<file path="config.mk">
export PLATFORM = sky130hd
export DESIGN_NAME = gpio_edge_port
export DESIGN_NICKNAME = d
export VERILOG_FILES = /design/src/rtl/gpio_edge_pkg.sv /design/src/rtl/gpio_in_sync.sv /design/src/rtl/gpio_edge_cap.sv /design/src/rtl/gpio_out_ctrl.sv /design/src/rtl/gpio_edge_port.sv
export SDC_FILE = /design/constraint.sdc
export NUM_CORES = 1
export LEC_CHECK = 0
export CAP_MARGIN = 20
export CORE_MARGIN = 1
export CORE_UTILIZATION = 45
export CTS_CLUSTER_SIZE = 25
export DETAILED_ROUTE_END_ITERATION = 10
export GPL_TIMING_DRIVEN = 0
export PLACE_DENSITY = 0.88
export SLEW_MARGIN = 0
export SYNTH_ARGS = -nofsm -noshare
export SYNTH_HDL_FRONTEND = slang
export SYNTH_HIERARCHICAL = 1
export SYNTH_SLANG_ARGS = --single-unit
</file>
<file path="constraint.sdc">
create_clock -name clk -period 1.13 [get_ports clk]
set_clock_uncertainty 0.05 [all_clocks]
set_input_delay 0.113 -clock clk [delete_from_list [all_inputs] [get_ports clk]]
set_output_delay 0.113 -clock clk [all_outputs]
set_load 0.05 [all_outputs]
</file>
<file path="src/rtl/gpio_edge_pkg.sv">
package gpio_edge_pkg;

    // Port direction variant fixed at build time
    typedef enum logic [1:0] {
        PORT_IN    = 2'd0,
        PORT_OUT   = 2'd1,
        PORT_BIDIR = 2'd2
    } port_mode_e;

    // Transition that sets a capture bit
    typedef enum logic [1:0] {
        EDGE_RISE = 2'd0,
        EDGE_FALL = 2'd1,
        EDGE_BOTH = 2'd2
    } edge_kind_e;

    localparam int unsigned BUS_W  = 32;
    localparam int unsigned ADDR_W = 3;

    // Word addresses (byte offset divided by four)
    localparam logic [ADDR_W-1:0] WA_DATA = 3'd0;
    localparam logic [ADDR_W-1:0] WA_DIR  = 3'd1;
    localparam logic [ADDR_W-1:0] WA_MASK = 3'd2;
    localparam logic [ADDR_W-1:0] WA_CAP  = 3'd3;
    localparam logic [ADDR_W-1:0] WA_SET  = 3'd4;
    localparam logic [ADDR_W-1:0] WA_CLR  = 3'd5;

endpackage

</file>
<file path="src/rtl/gpio_in_sync.sv">
// Two-flop synchroniser, one history flop and the edge qualifier.
module gpio_in_sync
    import gpio_edge_pkg::*;
#(
    parameter int unsigned WIDTH = 8,
    parameter edge_kind_e  EDGE  = EDGE_RISE
) (
    input  logic             clk,
    input  logic             rst_n,
    input  logic [WIDTH-1:0] pin_i,
    output logic [WIDTH-1:0] level_o,
    output logic [WIDTH-1:0] edge_o
);

    typedef struct packed {
        logic [WIDTH-1:0] meta;
        logic [WIDTH-1:0] sync;
        logic [WIDTH-1:0] hist;
    } sync_t;

    sync_t st_d, st_q;

    always_comb begin
        st_d      = st_q;
        st_d.meta = pin_i;
        st_d.sync = st_q.meta;
        st_d.hist = st_q.sync;
    end

    always_ff @(posedge clk or negedge rst_n) begin
        if (!rst_n) st_q <= '0;
        else        st_q <= st_d;
    end

    assign level_o = st_q.sync;

    generate
        if (EDGE == EDGE_RISE) begin : g_rise
            assign edge_o = st_q.sync & ~st_q.hist;
        end else if (EDGE == EDGE_FALL) begin : g_fall
            assign edge_o = ~st_q.sync & st_q.hist;
        end else begin : g_both
            assign edge_o = st_q.sync ^ st_q.hist;
        end
    endgenerate

    // A single-polarity edge can never be flagged on two cycles in a row
    generate
        if (EDGE != EDGE_BOTH) begin : g_chk_single
            assert_edge_single_R11: assert property (@(posedge clk) disable iff (!rst_n)
                (edge_o & $past(edge_o)) == '0)
                else $error("edge flagged on consecutive cycles");
        end
    endgenerate

endmodule

</file>
<file path="src/rtl/gpio_edge_cap.sv">
// Sticky capture register, interrupt enables and interrupt reduction.
module gpio_edge_cap #(
    parameter int unsigned WIDTH     = 8,
    parameter bit          ENABLE    = 1'b1,
    parameter bit          BIT_CLEAR = 1'b1
) (
    input  logic             clk,
    input  logic             rst_n,
    input  logic [WIDTH-1:0] edge_i,
    input  logic             cap_wr_i,
    input  logic             mask_wr_i,
    input  logic [WIDTH-1:0] wdata_i,
    output logic [WIDTH-1:0] cap_o,
    output logic [WIDTH-1:0] mask_o,
    output logic             irq_o
);

    typedef struct packed {
        logic [WIDTH-1:0] cap;
        logic [WIDTH-1:0] mask;
    } cap_state_t;

    cap_state_t       st_d, st_q;
    logic [WIDTH-1:0] clr_mask;

    generate
        if (BIT_CLEAR) begin : g_w1c
            assign clr_mask = cap_wr_i ? wdata_i : '0;
        end else begin : g_clr_all
            assign clr_mask = cap_wr_i ? '1 : '0;
        end
    endgenerate

    always_comb begin
        st_d = st_q;
        if (mask_wr_i) st_d.mask = wdata_i;
        if (ENABLE) begin
            // new edge is ORed in after the clear, so it wins a collision
            st_d.cap = (st_q.cap & ~clr_mask) | edge_i;
        end else begin
            st_d.cap = '0;
        end
    end

    always_ff @(posedge clk or negedge rst_n) begin
        if (!rst_n) st_q <= '0;
        else        st_q <= st_d;
    end

    assign cap_o  = st_q.cap;
    assign mask_o = st_q.mask;
    assign irq_o  = |(st_q.cap & st_q.mask);

    // Captured bits survive every cycle in which they are not cleared
    assert_sticky_R5: assert property (@(posedge clk) disable iff (!rst_n)
        ((st_q.cap & $past(st_q.cap & ~clr_mask)) == $past(st_q.cap & ~clr_mask)))
        else $error("capture bit lost without a clear");

    // A detected edge always lands in the register, even under a clear
    generate
        if (ENABLE) begin : g_chk_win
            assert_edge_wins_R7: assert property (@(posedge clk) disable iff (!rst_n)
                ((st_q.cap & $past(edge_i)) == $past(edge_i)))
                else $error("edge dropped by a concurrent clear");
        end
    endgenerate

endmodule

</file>
<file path="src/rtl/gpio_out_ctrl.sv">
// Output value, drive enables and the set/clear update paths.
module gpio_out_ctrl
    import gpio_edge_pkg::*;
#(
    parameter int unsigned WIDTH = 8,
    parameter port_mode_e  MODE  = PORT_BIDIR
) (
    input  logic             clk,
    input  logic             rst_n,
    input  logic             data_wr_i,
    input  logic             dir_wr_i,
    input  logic             set_wr_i,
    input  logic             clr_wr_i,
    input  logic [WIDTH-1:0] wdata_i,
    output logic [WIDTH-1:0] out_o,
    output logic [WIDTH-1:0] dir_o,
    output logic [WIDTH-1:0] oe_o
);

    localparam bit HAS_OUT = (MODE != PORT_IN);
    localparam bit HAS_DIR = (MODE == PORT_BIDIR);

    typedef struct packed {
        logic [WIDTH-1:0] out;
        logic [WIDTH-1:0] dir;
    } out_state_t;

    out_state_t st_d, st_q;

    always_comb begin
        st_d = st_q;
        if (HAS_OUT) begin
            if (data_wr_i) st_d.out = wdata_i;
            if (set_wr_i)  st_d.out = st_q.out | wdata_i;
            if (clr_wr_i)  st_d.out = st_q.out & ~wdata_i;
        end
        if (HAS_DIR && dir_wr_i) st_d.dir = wdata_i;
    end

    always_ff @(posedge clk or negedge rst_n) begin
        if (!rst_n) st_q <= '0;
        else        st_q <= st_d;
    end

    assign out_o = st_q.out;
    assign dir_o = st_q.dir;

    generate
        if (MODE == PORT_BIDIR) begin : g_oe_dir
            assign oe_o = st_q.dir;
        end else if (MODE == PORT_OUT) begin : g_oe_all
            assign oe_o = '1;
        end else begin : g_oe_none
            assign oe_o = '0;
        end
    endgenerate

    generate
        if (HAS_OUT) begin : g_chk_out
            assert_set_R4: assert property (@(posedge clk) disable iff (!rst_n)
                $past(set_wr_i) |-> ((st_q.out & $past(wdata_i)) == $past(wdata_i)))
                else $error("set write left a bit low");
            assert_clear_R4: assert property (@(posedge clk) disable iff (!rst_n)
                $past(clr_wr_i) |-> ((st_q.out & $past(wdata_i)) == '0))
                else $error("clear write left a bit high");
        end else begin : g_chk_in
            assert_input_frozen_R9: assert property (@(posedge clk) disable iff (!rst_n)
                $stable(st_q.out) && $stable(st_q.dir))
                else $error("input-only port changed its output state");
        end
    endgenerate

    assert_dir_hold_R3: assert property (@(posedge clk) disable iff (!rst_n)
        !$past(dir_wr_i) |-> $stable(st_q.dir))
        else $error("drive enables moved without a write");

endmodule

</file>
<file path="src/rtl/gpio_edge_port.sv">
// Top: register decode, read mux and the three sub-blocks.
module gpio_edge_port
    import gpio_edge_pkg::*;
#(
    parameter int unsigned WIDTH     = 8,
    parameter port_mode_e  MODE      = PORT_BIDIR,
    parameter edge_kind_e  EDGE      = EDGE_RISE,
    parameter bit          BIT_CLEAR = 1'b1
) (
    input  logic              clk,
    input  logic              rst_n,
    input  logic [ADDR_W-1:0] bus_addr,
    input  logic              bus_rd,
    input  logic              bus_wr,
    input  logic [BUS_W-1:0]  bus_wdata,
    output logic [BUS_W-1:0]  bus_rdata,
    input  logic [WIDTH-1:0]  pin_in,
    output logic [WIDTH-1:0]  pin_out,
    output logic [WIDTH-1:0]  pin_oe,
    output logic              irq
);

    localparam bit HAS_IN  = (MODE != PORT_OUT);
    localparam bit HAS_DIR = (MODE == PORT_BIDIR);

    logic [WIDTH-1:0] wdata_w;
    logic [WIDTH-1:0] level_w, edge_w, cap_w, mask_w, out_w, dir_w;
    logic [WIDTH-1:0] rd_sel;
    logic             wr_data, wr_dir, wr_mask, wr_cap, wr_set, wr_clr;
    logic             unused_wdata;

    assign wdata_w      = bus_wdata[WIDTH-1:0];
    assign unused_wdata = ^bus_wdata;

    assign wr_data = bus_wr && (bus_addr == WA_DATA);
    assign wr_dir  = bus_wr && (bus_addr == WA_DIR);
    assign wr_mask = bus_wr && (bus_addr == WA_MASK);
    assign wr_cap  = bus_wr && (bus_addr == WA_CAP);
    assign wr_set  = bus_wr && (bus_addr == WA_SET);
    assign wr_clr  = bus_wr && (bus_addr == WA_CLR);

    gpio_in_sync #(.WIDTH(WIDTH), .EDGE(EDGE)) sync_i (
        .clk     (clk),
        .rst_n   (rst_n),
        .pin_i   (pin_in),
        .level_o (level_w),
        .edge_o  (edge_w)
    );

    gpio_edge_cap #(.WIDTH(WIDTH), .ENABLE(HAS_IN), .BIT_CLEAR(BIT_CLEAR)) cap_i (
        .clk       (clk),
        .rst_n     (rst_n),
        .edge_i    (HAS_IN ? edge_w : '0),
        .cap_wr_i  (wr_cap),
        .mask_wr_i (wr_mask),
        .wdata_i   (wdata_w),
        .cap_o     (cap_w),
        .mask_o    (mask_w),
        .irq_o     (irq)
    );

    gpio_out_ctrl #(.WIDTH(WIDTH), .MODE(MODE)) out_i (
        .clk       (clk),
        .rst_n     (rst_n),
        .data_wr_i (wr_data),
        .dir_wr_i  (wr_dir),
        .set_wr_i  (wr_set),
        .clr_wr_i  (wr_clr),
        .wdata_i   (wdata_w),
        .out_o     (out_w),
        .dir_o     (dir_w),
        .oe_o      (pin_oe)
    );

    assign pin_out = out_w;

    always_comb begin
        rd_sel = '0;
        if (bus_rd) begin
            case (bus_addr)
                WA_DATA: rd_sel = HAS_IN  ? level_w : '0;
                WA_DIR:  rd_sel = HAS_DIR ? dir_w   : '0;
                WA_MASK: rd_sel = mask_w;
                WA_CAP:  rd_sel = HAS_IN  ? cap_w   : '0;
                default: rd_sel = '0;
            endcase
        end
    end

    assign bus_rdata = BUS_W'(rd_sel);

    // The interrupt can only be high while some enable bit is set
    assert_irq_needs_mask_R8: assert property (@(posedge clk) disable iff (!rst_n)
        irq |-> (mask_w != '0))
        else $error("interrupt raised with all enables clear");

    // Nothing is returned on the read bus outside a read strobe
    assert_rdata_idle_R2: assert property (@(posedge clk) disable iff (!rst_n)
        !bus_rd |-> (bus_rdata == '0))
        else $error("read data driven without a read");

endmodule

</file>
==> results.txt, run 1 <==
----------------------------------------------------
[Placed design]
  Number of placed instances with taps included ... 370
  Cell area after placement ... 3540 um^2
  Placer Congestion ... ~0.78
  Post-detailed-placement half-perimeter wirelength ... 4080 um
  Number of port buffers ... 47

[Drt]
  Number of antenna-violating nets in the routed design ... 0
  Post-DR vias/cell ... 4.93
  DRC errors left ... 0
  Detailed Route WL ... 6740 um
  WL/cell ... around 17 um
  DRT iter0 DRCs ... 116
  Via count of the routed design ... 2012
  Iteration count of the initial detailed-routing pass ... 4

[Floorplanning]
  Initial core utilization ... between 40% and 50%
  Core Box Area ... 5960 um^2
  Horizontal extent of the die ... 80.8 um
  Number of cell rows ... 28
  Die Ht ... 80.8 um
  Die area ... around 6500 um^2
  Number of top-level pins ... 96

[Power and ir drop]
  Leakage power figure ... 0.00189 uW
  Net switching share of the total power ... 33.3%
  Total power draw ... 6100 uW
  Proportion of power drawn by flip-flops and latches ... around 41%
  Internal Dissipation ... 4070 uW
  Clock group share of total power ... 23.1%
  Power spent charging and discharging nets ... about 2000 uW
  Worst-case vdd ir drop ... 955 uV
  Fraction of power consumed by combinational cells ... ~36%
  Ratio of total power to cell area ... 1460 nW/um^2

[Worst setup path]
  CP Launch Type ... flop
  Number of buffers and inverters on the critical path ... 1
  Worst path depth ... 3
  Delay of the slowest cell on the worst path ... between 0.4 and 0.5 ns
  R2R depth ... 3
  Worst path slowest cell ... dfrtp_1
  Largest delay share family, worst path ... flip-flops
  Arrival time at the worst endpoint ... 1.37 ns
  Kind of capture point of the worst setup path ... primary output
  Required @ worst endpoint ... 0.97 ns
  Maximum fanout along the worst path ... 3
  Critical path class ... reg2out
  Cell breakdown of the critical path ... a22oi_2 > nand4_1 > buf_6

[Finish]
  Most common library cell in the layout ignoring fill and taps ... buf_4
  Area Overhead vs Synth ... 49.6%
  Count of antenna diodes in the layout ... 0
  Final cell count without fillers ... 408
  Nets ... around 380
  Fin area ... 4180 um^2
  Highest-count cells in the layout ignoring fill and taps ... 64 x buf_4, 54 x dfrtp_1, 24 x conb_1, 23 x buf_6, 16 x clkdlybuf4s50_1
  Filler Cell Count ... 413
  Proportion of layout cells with a drive suffix above 1 ... 58.3%

[Timing]
  Unrepaired setup endpoints after global routing ... yes
  Setup_tns ... -2.77 ns
  Worst hold-check slack ... around 0.18 ns
  Tmin final ... 1.54 ns
  Number of hold violations in the final report ... 0
  Number of max-slew violations in the final report ... 0
  Timing-limited maximum frequency ... 0.651 GHz
  Slew at the pin closest to its max-slew limit ... just over 0.6 ns
  Final setup vio count ... 18
  Crit share post-route ... 136%
  Final setup slack of the worst path ... -0.406 ns
  Worst rel slew slack ... between 50% and 60%

[Flow run]
  Reported max-cap violation count ... 0

[Synth]
  Sequential-to-total area share from yosys stat ... between 50 and 60%
  Total of flip-flops plus latches after synthesis ... 56
  Area of the mapped netlist ... 2790 um^2
  Per-instance average area after synthesis ... between 10 and 15 um^2
  Post-synthesis cell count ... 224
  Number of library cell types mapped by synthesis ... 28
  Yosys warns ... 6

[CTS]
  Count of H-tree levels built during CTS ... 2
  Number of buffers on the longest clock path ... 2
  Clock latency at the later pin of the worst-skew pair ... 0.31 ns
  Total clock sinks ... 56
  Clock root buffer master ... clkbuf_8
  Total clock buffers created by CTS ... 5
  TritonCTS clock tree ... built
  Clock-pin slew of the registers on the worst-case setup and hold paths ... 0.09 ns

[Min path]
  Tightest Hold Check Type ... in2reg
  Hold path depth ... 1

[Status]
  Failing checks ... setup timing
  Status ... complete, but fails checks

[GRT]
  Antenna violations before repair ... 0
  Overall global routing resource usage ... 21.6%
  Pin count of the biggest net entering global routing ... 31
  Global-route wire length before repair ... 10300 um
  Overall overflow remaining after global route ... 0
  Number of global-route vias before repair ... 2041

----------------------------------------------------
stage by stage:
stage | worst slack (ns) | util (%)
final | -0.406 | 70.1
after global routing | -0.451 | 70.1
after CTS | -0.349 | 67.1
after detailed placement | -1.48 | 59.5
after global placement | -1.72 | 59.2
after floorplan | -0.170 | -
flip-flops by register name, indices dropped and copies added (netlist names):
register,flops
sync_i/level_o,8
sync_i/st_d,8
out_i/dir_o,8
cap_i/mask_o,8
out_i/out_o,8
sync_i/st_q,8
cap_i/cap_o,8
power by group through the flow:
stage / combinational, uW / sequential [uW] / clock [uW]
6_report: 2220 / 2470 / 1410
5_1_grt: 2320 / 2490 / 1510
4_1_cts: 2020 / 2440 / 1430
3_5_place_dp: 1730 / 2440 / 0
3_3_place_gp: 1690 / 2430 / 0
2_1_floorplan: 1140 / 2510 / 0
repair_timing:
item	in CTS	in global routing
hold endpoints to repair	26	0
cloned	1	0
resized for setup	220	33
setup buffers	26	18
pin swaps	14	11
endpoints found under the setup margin	57	38
hold buffers	1	0
worst paths after layout:
| check | start | slack, ns | end |
|---|---|---|---|
| max | cap_i/mask_o[2] | -0.41 | irq |
| min | pin_in[3] | 0.18 | sync_i/st_d[11] |
| max reg2reg | cap_i/mask_o[5] | 0.02 | cap_i/mask_o[5] |
| min reg2reg | sync_i/st_d[11] | 0.30 | sync_i/level_o[3] |
| max in group asynchronous | rst_n | 0.17 | out_i/dir_o[3] |
| min in group asynchronous | rst_n | 0.29 | sync_i/st_d[10] |
per-layer routing:
layer	up-vias	wire [um]	GRT usage, %
met1	1002	2610	26.6
met4	0	89	5.71
met2	72	3670	37.5
li1	930	-	-
met5	-	0	0
met3	8	367	5.96
worst reg2reg max path, cell delays in order, from the launching register on:
cell and delay (ns):
dfrtp_1 0.42, buf_4 0.15, buf_4 0.13, mux2_4 0.25
synthesized netlist by cell type (all sizes together):
| cell | instances | area share [%] |
|---|---|---|
| nand2b | 3 | 0.94 |
| a211oi | 2 | 0.90 |
| or2 | 1 | 0.22 |
| dfrtp | 56 | 50 |
| a21o | 8 | 2.2 |
| mux2 | 16 | 7.5 |
| a21oi | 2 | 0.36 |
| buf | 49 | 14 |
| o21ai | 6 | 1.1 |
| nor3 | 22 | 6.5 |
| mux2i | 16 | 5.7 |
| and4b | 1 | 0.36 |
| nand3b | 1 | 0.27 |
| nand4 | 1 | 0.22 |
| nor3b | 1 | 0.27 |
| nor2b | 8 | 3.9 |
| or3b | 1 | 0.31 |
| o22ai | 8 | 1.8 |
| nand2 | 15 | 2.0 |
| a22oi | 4 | 1.1 |
| nor2 | 2 | 0.27 |
| conb | 1 | 0.13 |
final cells by class:
type                            count  area, um^2  share of cell area [%]
Sequential cell                    56        1400                    33.6
Buffer                             34         307                    7.34
Tap cell                           75        93.8                    2.25
Multi-Input combinational cell    142        1370                    32.7
Timing Repair Buffer               93         880                    21.1
Clock buffer                        7        96.3                    2.31
Clock inverter                      1        30.0                   0.719
cell families (layout without fill, tap and decap cells):
group           after synthesis  after routing  synth area share, %
flops                        56             56                 50.2
simple gates                 56             56                 15.3
buf+inv                      49            135                 13.8
mux                          32             32                 13.3
compound gates               30             30                 7.35
other cells                   1             24                0.134
(Power assumes the default switching activity.)
==> run 2: changes to the inputs <==
--- a/config.mk
+++ b/config.mk
@@ -12,6 +12,7 @@
 export DETAILED_ROUTE_END_ITERATION = 10
 export GPL_TIMING_DRIVEN = 0
 export PLACE_DENSITY = 0.88
+export SETUP_SLACK_MARGIN = 0.2
 export SLEW_MARGIN = 0
 export SYNTH_ARGS = -nofsm -noshare
 export SYNTH_HDL_FRONTEND = slang
==> results.txt, run 2 (synthesized netlist as in run 1, its figures left out) <==
----------------------------------------------------
[Status]
  Status ... complete, but fails checks
  Failing checks ... setup timing

[Min path]
  Tightest Hold Check Type ... in2reg

[Timing]
  Final setup vio count ... 17 (-1)
  Crit share post-route ... 132% (-3.8 points)
  Timing-limited maximum frequency ... 0.670 GHz (+2.9%)
  Tmin final ... 1.49 ns (-0.0435 ns)
  Number of max-slew violations in the final report ... 0 (unchanged)
  Unrepaired setup endpoints after global routing ... yes
  Number of hold violations in the final report ... 0 (unchanged)
  Final setup slack of the worst path ... -0.363 ns (+0.0435 ns)
  Worst hold-check slack ... 0.177 ns (-0.00746 ns)

[Placed design]
  Cell area after placement ... 3620 um^2 (+2.1%)
  Post-detailed-placement half-perimeter wirelength ... 3930 um (-3.6%)
  Number of port buffers ... 47 (unchanged)
  Number of placed instances with taps included ... 370 (unchanged)
  Placer Congestion ... 0.820 (+5.7%)

[Finish]
  Filler Cell Count ... 356 (-14%)
  Fin area ... 4650 um^2 (+11%)
  Most common library cell in the layout ignoring fill and taps ... buf_6
  Count of antenna diodes in the layout ... 0 (unchanged)
  Final cell count without fillers ... 420 (+2.9%)
  Proportion of layout cells with a drive suffix above 1 ... 62.6% (+4.4 points)
  Highest-count cells in the layout ignoring fill and taps ... 67 x buf_6, 50 x dfrtp_1, 36 x buf_4, 24 x conb_1, 16 x mux2_4
  Area Overhead vs Synth ... 66.4%
  Nets ... 391 (+3.2%)

[Drt]
  DRT iter0 DRCs ... 128 (+10%)
  DRC errors left ... 0 (unchanged)
  Detailed Route WL ... 7170 um (+6.4%)
  Post-DR vias/cell ... 4.97 (+0.81%)
  Iteration count of the initial detailed-routing pass ... 4 (unchanged)
  WL/cell ... 17.1 um (+3.3%)
  Number of antenna-violating nets in the routed design ... 0 (unchanged)
  Via count of the routed design ... 2088 (+3.8%)

[Worst setup path]
  CP Launch Type ... flop
  Required @ worst endpoint ... 0.97 ns (about the same)
  Kind of capture point of the worst setup path ... primary output
  Maximum fanout along the worst path ... 3 (unchanged)
  Arrival time at the worst endpoint ... 1.33 ns (-0.04 ns)
  Critical path class ... reg2out

[Power and ir drop]
  Worst-case vdd ir drop ... 773 uV (-19%)
  Total power draw ... 6090 uW (about the same)
  Ratio of total power to cell area ... 1310 nW/um^2 (-10%)
  Leakage power figure ... 0.00206 uW (+9.1%)

[GRT]
  Number of global-route vias before repair ... 1988 (-2.6%)
  Overall overflow remaining after global route ... 0 (unchanged)
  Global-route wire length before repair ... 10200 um (-1.1%)
  Antenna violations before repair ... 0 (unchanged)
  Overall global routing resource usage ... 21.6% (about the same)
  Pin count of the biggest net entering global routing ... 43 (+39%)

[Flow run]
  Reported max-cap violation count ... 0 (unchanged)

[Floorplanning]
  Horizontal extent of the die ... 80.8 um (unchanged)
  Core Box Area ... 5960 um^2 (unchanged)
  Die Ht ... 80.8 um (unchanged)
  Initial core utilization ... 46.9% (unchanged)
  Number of top-level pins ... 96 (unchanged)
  Die area ... 6520 um^2 (unchanged)
  Number of cell rows ... 28 (unchanged)

[CTS]
  Total clock buffers created by CTS ... 5 (unchanged)
  Clock latency at the later pin of the worst-skew pair ... 0.31 ns (about the same)
  TritonCTS clock tree ... built
  Clock-pin slew of the registers on the worst-case setup and hold paths ... 0.10 ns (about the same)
  Number of buffers on the longest clock path ... 2 (unchanged)
  Count of H-tree levels built during CTS ... 2 (unchanged)
  Total clock sinks ... 56 (unchanged)
  Clock root buffer master ... clkbuf_8

----------------------------------------------------
==> run 2: cell types whose count changed in the layout (fill, tap and decap cells not counted), sizes merged <==
| cell | change |
|---|---|
| clkbuf | -1 |
| dlymetal6s2s | +2 |
| clkdlybuf4s50 | -2 |
| buf | +15 |
| bufinv | -1 |
| clkdlybuf4s15 | -1 |
==> run 2: worst max-delay path, stage by stage (launching register included) <==
cell and delay (ns):
dfrtp_1 0.43, a22oi_2 0.22, nand4_1 0.17, buf_6 0.20
==> run 2: what timing repair did <==
item                                    4_1_cts  5_1_grt
hold buffers                                  1        0
pin swaps                                     9       10
gates resized for setup                     274       56
endpoints found under the hold margin        15        0
gates cloned                                  0        2
setup buffers                                21       18
endpoints found under the setup margin       57       56
==> run 2: per-stage QoR <==
| stage | util, % | TNS [ns] | worst slack, ns |
|---|---|---|---|
| finish | 78.0 | -3.67 | -0.363 |
| global placement | 60.5 | -130.54 | -1.73 |
| global route | 78.0 | -4.35 | -0.421 |
| floorplan | - | -1.53 | -0.170 |
| detailed placement | 60.7 | -34.73 | -1.40 |
| CTS | 71.3 | -3.35 | -0.345 |
==> run 2: path summary, 6_finish.rpt <==
| check | slack (ns) | endpoint | start | cells after the start |
|---|---|---|---|---|
| worst max-delay path | -0.36 | irq | cap_i/mask_o[2] | 3 |
| worst max register to register | 0.06 | cap_i/cap_o[5] | sync_i/level_o[5] | 4 |
| worst min-delay path | 0.18 | sync_i/st_d[12] | pin_in[4] | 1 |
| max in group asynchronous | 0.30 | out_i/dir_o[5] | rst_n | 3 |
| min in group asynchronous | 0.19 | sync_i/level_o[0] | rst_n | 2 |
| worst min register to register | 0.30 | sync_i/level_o[3] | sync_i/st_d[11] | 0 |
==> run 2: where the power goes <==
group	internal [uW]	total [uW]	leakage, uW	switching, uW
combinational	1280	2480	0.00137	1200
clock	502	1120	0.0000455	621
sequential	2240	2490	0.000644	254
==> run 2: cell type report <==
class	instances	area, um^2	area share [%]
Multi-Input combinational cell	142	1540	33.1
Sequential cell	56	1410	30.3
Timing Repair Buffer	90	1020	21.9
Buffer	49	498	10.7
Tap cell	75	93.8	2.02
Clock buffer	8	90.1	1.94
==> run 2: routing by layer <==
metal  track usage (%)  wire (um)  part of all wire, %  vias up
met5                 0          0                    0        -
met4              7.32        188                  2.6        0
met2              35.2       3790                   53       79
met3              4.27        320                  4.5       18
li1                  -          -                    -      960
met1              29.0       2880                   40     1031
==> run 3: changes to the inputs <==
--- a/config.mk
+++ b/config.mk
@@ -8,7 +8,7 @@
 export CAP_MARGIN = 20
 export CORE_MARGIN = 1
 export CORE_UTILIZATION = 45
-export CTS_CLUSTER_SIZE = 25
+export CTS_CLUSTER_SIZE = 40
 export DETAILED_ROUTE_END_ITERATION = 10
 export GPL_TIMING_DRIVEN = 0
 export PLACE_DENSITY = 0.88
==> results of run 3 <==
The final DEF is identical to that of run 2; final timing and power are the same.
